**config.mk**
```make
export PLATFORM = sky130hd
export DESIGN_NAME = lpc_io_target
export DESIGN_NICKNAME = d
export VERILOG_FILES = /design/src/rtl/lpc_io_target.sv
export SDC_FILE = /design/constraint.sdc
export NUM_CORES = 1
export LEC_CHECK = 0
export ABC_AREA = 1
export ABC_CLOCK_PERIOD_IN_PS = 3700
export BUFFER_PORTS_ARGS = -buffer_cell sky130_fd_sc_hd__buf_2
export CAP_MARGIN = 5
export CORE_MARGIN = 4
export CORE_UTILIZATION = 50
export DETAILED_ROUTE_END_ITERATION = 6
export PLACE_DENSITY_LB_ADDON = 0.15
export SYNTH_ARGS = -nofsm -noshare
export SYNTH_HDL_FRONTEND = slang
export SYNTH_SLANG_ARGS = --single-unit
```
**constraint.sdc**
```tcl
create_clock -name clk -period 3.7 [get_ports clk]
set_input_delay 0.74 -clock clk [delete_from_list [all_inputs] [get_ports clk]]
set_output_delay 0.74 -clock clk [all_outputs]
set_load 0.02 [all_outputs]
```
**src/rtl/lpc_io_target.sv**
```systemverilog
module lpc_io_target #(
  parameter int WIN_BITS = 4
) (
  input  logic        clk,
  input  logic        rst_n,
  input  logic        frame_n,
  input  logic [3:0]  lad_in,
  output logic [3:0]  lad_out,
  output logic        lad_oe,
  input  logic [15:0] win_base,
  output logic [15:0] loc_addr,
  output logic [7:0]  loc_wdata,
  output logic        loc_wr,
  output logic        loc_rd,
  input  logic [7:0]  loc_rdata,
  input  logic        loc_ready
);

  localparam logic [15:0] HI_MASK = 16'hFFFF << WIN_BITS;

  typedef enum logic [3:0] {
    S_IDLE, S_START, S_ADDR, S_WDAT, S_TAR1, S_TAR2, S_SYNC, S_RDAT, S_TURN
  } state_t;

  state_t      st;
  logic [2:0]  lowcnt;
  logic        start_ok;
  logic        is_wr;
  logic [1:0]  cnt;
  logic [15:0] addr;
  logic [7:0]  wdata;
  logic [7:0]  rdata;
  logic [15:0] addr_nx;
  logic        hit_nx;
  logic        drive;

  assign addr_nx   = {addr[11:0], lad_in};
  assign hit_nx    = ((addr_nx ^ win_base) & HI_MASK) == 16'h0000;
  assign loc_addr  = addr;
  assign loc_wdata = wdata;

  assign drive  = (st == S_SYNC) || (st == S_RDAT) || (st == S_TURN);
  assign lad_oe = drive && frame_n;

  always_comb begin
    lad_out = 4'hF;
    case (st)
      S_SYNC:  lad_out = loc_ready ? 4'h0 : 4'h5;
      S_RDAT:  lad_out = (cnt == 2'd0) ? rdata[3:0] : rdata[7:4];
      default: lad_out = 4'hF;
    endcase
  end

  always_ff @(posedge clk or negedge rst_n) begin
    if (!rst_n) begin
      st       <= S_IDLE;
      lowcnt   <= 3'd0;
      start_ok <= 1'b0;
      is_wr    <= 1'b0;
      cnt      <= 2'd0;
      addr     <= 16'h0000;
      wdata    <= 8'h00;
      rdata    <= 8'h00;
      loc_wr   <= 1'b0;
      loc_rd   <= 1'b0;
    end else begin
      loc_wr <= 1'b0;
      loc_rd <= 1'b0;
      if (!frame_n) begin
        st       <= S_START;
        start_ok <= (lad_in == 4'h0);
        if (st != S_START) lowcnt <= 3'd1;
        else if (lowcnt != 3'd4) lowcnt <= lowcnt + 3'd1;
      end else begin
        case (st)
          S_START: begin
            if (start_ok && lowcnt != 3'd4 && lad_in[3:2] == 2'b00 && !lad_in[0]) begin
              st    <= S_ADDR;
              is_wr <= lad_in[1];
              cnt   <= 2'd0;
            end else begin
              st <= S_IDLE;
            end
          end
          S_ADDR: begin
            addr <= addr_nx;
            cnt  <= cnt + 2'd1;
            if (cnt == 2'd3) begin
              if (!hit_nx) begin
                st <= S_IDLE;
              end else if (is_wr) begin
                st  <= S_WDAT;
                cnt <= 2'd0;
              end else begin
                st     <= S_TAR1;
                loc_rd <= 1'b1;
              end
            end
          end
          S_WDAT: begin
            cnt <= cnt + 2'd1;
            if (cnt == 2'd0) begin
              wdata[3:0] <= lad_in;
            end else begin
              wdata[7:4] <= lad_in;
              st         <= S_TAR1;
              loc_wr     <= 1'b1;
            end
          end
          S_TAR1: st <= S_TAR2;
          S_TAR2: st <= S_SYNC;
          S_SYNC: begin
            if (loc_ready) begin
              rdata <= loc_rdata;
              cnt   <= 2'd0;
              st    <= is_wr ? S_TURN : S_RDAT;
            end
          end
          S_RDAT: begin
            cnt <= cnt + 2'd1;
            if (cnt == 2'd1) st <= S_TURN;
          end
          S_TURN:  st <= S_IDLE;
          default: st <= S_IDLE;
        endcase
      end
    end
  end

  p_release_after_frame_r11: assert property (@(posedge clk) disable iff (!rst_n)
    !frame_n |=> !lad_oe);

  p_strobe_in_window_r10: assert property (@(posedge clk) disable iff (!rst_n)
    (loc_wr || loc_rd) |-> (((loc_addr ^ win_base) & HI_MASK) == 16'h0000));

  p_write_pulse_r5: assert property (@(posedge clk) disable iff (!rst_n)
    loc_wr |=> !loc_wr);

  p_read_pulse_r8: assert property (@(posedge clk) disable iff (!rst_n)
    loc_rd |=> !loc_rd);

  p_strobe_exclusive_r4: assert property (@(posedge clk) disable iff (!rst_n)
    !(loc_wr && loc_rd));

  p_sync_on_third_r6: assert property (@(posedge clk) disable iff (!rst_n)
    (st == S_TAR2 && frame_n) |=> (!frame_n || lad_oe));

  p_sync_parity_r7: assert property (@(posedge clk) disable iff (!rst_n)
    (st == S_SYNC && lad_oe) |-> (^lad_out) == 1'b0);

  p_release_high_r9: assert property (@(posedge clk) disable iff (!rst_n)
    ($fell(lad_oe) && frame_n && $past(frame_n)) |-> $past(lad_out) == 4'hF);

endmodule

```
After elaboration in Yosys (flattened, before gate mapping)
Index checks and enable logic that the tools add are counted.

$add $sub $neg: 2. Equal/unequal tests: 18. Reduce and logical (&&, ||, !) cells: 22. Multiplexer cells: 29. Bitwise gates (word level): 3.

Operators by type and width (number): $mux 4 (7); $pmux 4 s7 (1); $eq 4x3->1 const B (4); $logic_not 16->1 (1); $xor 16x16->16 (1); $mux 3 (5); $mux 2 (6); $ne 3x3->1 const B (4); $reduce_and 3->1 (4); $eq 4x2->1 const B (2); $mux 1 (8); $pmux 2 s4 (1); $pmux 4 s2 (1); $reduce_and 4->1 (2); $eq 4x1->1 const B (1); $eq 4x4->1 const B (1); $logic_and 1x1->1 (4); $logic_not 2->1 (2); $logic_not 4->1 (1); $ne 2x2->1 const B (2); $ne 4x1->1 const B (1); $reduce_and 2->1 (2); $reduce_bool 4->1 (1); $add 3x1->3 const B (1); 9 further kinds (11).

Register bits: 45. Output and inout bits: 31. Input bits: 32. Word-level logic and storage cells: 85.

Depth between registers and ports, before layout
Word-level depth: 7. Depth in mapped cells: 12. Depth with buffers taken out: 12.

Least setup slack after synthesis
OpenSTA, ideal clock, no wires.

Kind: input to output. Start: input frame_n. End: output lad_oe. Slack: 1373 ps. Arrival time: 1587 ps. Required time: 2960 ps. Path buffers: 1. Cell stages on the path: 3. Path through: buf_2 > inv_1 > a211oi_1.

Word-level cells in the longest chain between the ends: 1.

RTL lines: start: declaration (RTL line 6) `input logic frame_n,`; $logic_and 1x1->1 (RTL line 43) `assign lad_oe = drive && frame_n;`; end: declaration (RTL line 9) `output logic lad_oe,`.

Every way passes these cells.

Final worst setup path
Start: register cnt[0]. End: output lad_out[2].

Word-level cells in the longest chain between the ends: 3.

RTL lines: start: declaration (RTL line 29) `logic [1:0] cnt;`; start signal: assignment (RTL line 87) `cnt <= cnt + 2'd1;`; start signal: assignment (RTL line 101) `cnt <= cnt + 2'd1;`; start signal: assignment (RTL line 120) `cnt <= cnt + 2'd1;`; $logic_not 2->1 (RTL line 49) `S_RDAT: lad_out = (cnt == 2'd0) ? rdata[3:0] : rdata[7:4];`; $mux 4 (RTL line 49); $pmux 4 s2 (RTL line 47) `case (st)`; end: declaration (RTL line 8) `output logic [3:0] lad_out,`.

Every way passes these cells.

==> flow_summary.toml <==
[sta]
tns_ns = 0
fin_hold_ws_ns = 0.4858
worst_pin_slew_ns = 0.9978
period_share_pct = 66.76
slew_viol_final = 0
rsz0062_at_grt = "no"
fin_worst_skew_ns = 0.005100
relSlewSlack_pct = 33.48
hold_violations = 0
fmax_mhz = 404.8
setup_viol = 0
fin_crit_ns = 2.470

[global_route]
grt.total_usage_pct = 17.62
grt_max_degree = 46
antenna_found_initial = 0
grt_pass1_wl_um = 8390
grt-ovfl-total = 0
grt_pass1_vias = 1885

[worst_setup_path]
crit_type = "reg -> out"
start_kind = "flip-flop"
r2r_setup_slack_ns = 1.79
ff2ff_path_depth = 8
rr_startpoint = "st[0]"
r2r-end = "st[3]"
cp-end-kind = "output port"
required_ns = 2.96
crit_arrival_ns = 1.73
cp_max_fo = 7

[yosys]
synth_top_area_share_pct = 48.28
synth.net_count = 317
ys_async_sr_fraction_pct = 100.0
syn_area_per_cell_sq_um = 8.329
ys_seq_area_share_pct = 48.28
synth_edf_count = 0
ys.flop_type = "dfrtp_1"
synth_top_area_cell = "dfrtp_1"
ys_ff_latch = 45
yosysUniqueCellTypes = 28
netlist_area_sq_mm = 0.002332
ys_warn_count = 0
synthCells = 280
yosys-top-cells-area = "dfrtp_1 48%, nand2_1 12%, o21ai_0 6.9%"

[worst_hold_path]
hold_path_depth = 2
worst_hold_path_type = "reg -> reg"
hp-start = "loc_addr[12]"
min_to = "loc_addr[12]"

[drt]
via_per_inst = 4.885
drtIter0Drc = 92
vias = 1920
drc = 0
drtAntennaViolNets = 0
drt-pass1-iter-count = 4
routed_wl_um = 4806
wire_per_inst_um = 12.23

[finish]
nNetsFinal = 377
antenna_cells = 0
area_growth_syn_to_layout_pct = 18.08
drive_gt1_share_pct = 27.86
finish.utilization_pct = 61.97

[cts]
cts_buffer_depth = 2
clockRootBuffer = "clkbuf_8"
post_cts_buffers = 0
cts_tree = "yes"
clock_sinks = 45
cts_buffers = 5
postCtsHoldBufs = 0
insertion_delay_ns = 0.30
clk_pin_slew_ns = 0.09
cts_resized = 0
cts.htree.levels = 2

[die]
die_area_sq_mm = 0.005821
core_area_sq_mm = 0.004444
die_h_um = 76.30
fp.dieW_um = 76.30
num_rows = 24
ios = 63
start_util_pct = 52.48

[placement]
portBuffers = 58
place_congestion = 0.8276
place_hpwl_um = 3575

[outcome]
outcome = "complete, no violations"

[power]
irDropWorstVdd_mv = 0.3055
p_per_area_mw_per_mm2 = 402.3
p_leak_nw = 1.512

[run]
drv_cap = 0
[cells in the mapped netlist, types with 2 or more instances]
master	count
ha_1	5
buf_4	2
mux2_4	2
nor2_2	2
nor2_1	23
nor3_4	2
mux2_2	8
inv_2	4
nand2_2	5
nor3_2	2
nand2_1	74
o21ai_0	32
xnor2_1	5
dfrtp_1	45
a21oi_1	4
o31ai_1	2
nand3_1	9
inv_1	38
nand3_2	3
nor3_1	3
nand4_1	2
clkbuf_1	2
[power by group]
group          total (mW)  switching (mW)  internal [mW]
Combinational       0.213           0.131         0.0821
Sequential          0.578          0.0401          0.538
Clock               0.316           0.180          0.136
Total                1.11           0.351          0.757
[cells by family (layout without fill, tap and decap cells)]
| logic type | Yosys count | after routing | synth area share (%) |
|---|---|---|---|
| and+or+nand+nor | 127 | 127 | 24.73 |
| buffers and inverters | 47 | 108 | 7.940 |
| DFF | 45 | 45 | 48.28 |
| AOI/OAI and AO/OA | 41 | 41 | 9.335 |
| muxes | 10 | 10 | 5.150 |
| adders and majority gates | 5 | 5 | 2.682 |
| xor gates and xnor gates | 5 | 5 | 1.878 |
[worst max-delay path by stage]
stage,start,end
6_report,cnt[0],lad_out[2]
5_1_grt,cnt[0],lad_out[3]
4_1_cts,cnt[0],lad_out[2]
3_5_place_dp,frame_n,lad_oe
3_3_place_gp,frame_n,lad_oe
2_1_floorplan,frame_n,lad_oe
[layout make-up]
type                            instances  area (sq um)
Tap cell                               52         65.06
Multi-Input combinational cell        188          1021
Timing Repair Buffer                   58         290.3
Clock inverter                          3         25.02
Sequential cell                        45          1126
Inverter                               42         157.7
Clock buffer                            5         68.82
Fill cell                             388          1690
[sequential cells by signal, summed over array words and instances, names as in the netlist]
register,count
cnt,2
is_wr,1
loc_addr,16
loc_rd,1
loc_wdata,8
loc_wr,1
lowcnt,3
rdata,8
st,4
start_ok,1
[worst max-delay path: stages (launching register included)]
cell and delay (ns):
dfrtp_1 0.43, inv_1 0.09, ha_1 0.30, inv_1 0.15, o21ai_0 0.08, o21ai_0 0.19, buf_2 0.19
[per-layer routing]
layer  global-route usage [%]  wire length (um)  vias up
met5                        0                 0        -
met4                    4.891                40        0
met3                    5.083               261        5
met2                    29.17              2257       46
met1                    22.53              2247      870
li1                         -                 -      999
[per-stage QoR]
stage	cell area (sq um)	setup slack [ns]	power, mW	instances
2_1_floorplan	2332	1.373	0.7213	280
5_1_grt	2754	1.064	1.180	393
4_1_cts	2754	1.241	1.120	393
3_3_place_gp	2660	1.393	0.7971	385
3_5_place_dp	2660	1.383	0.8053	385
6_report	2754	1.230	1.108	393
[placed cells by master (no fill, tap or decap), drive strengths merged]
cell	n
mux2	10
nand3b	1
o21ai	33
o31ai	2
clkinv	1
a31oi	1
ha	5
nor2	25
clkinvlp	1
a211oi	1
xnor2	5
nand3	12
a21oi	4
dfrtp	45
nand4	2
nand2	79
nor3	7
clkbuf	5
or2	1
inv	43
buf	58
(Power assumes the default switching activity.)
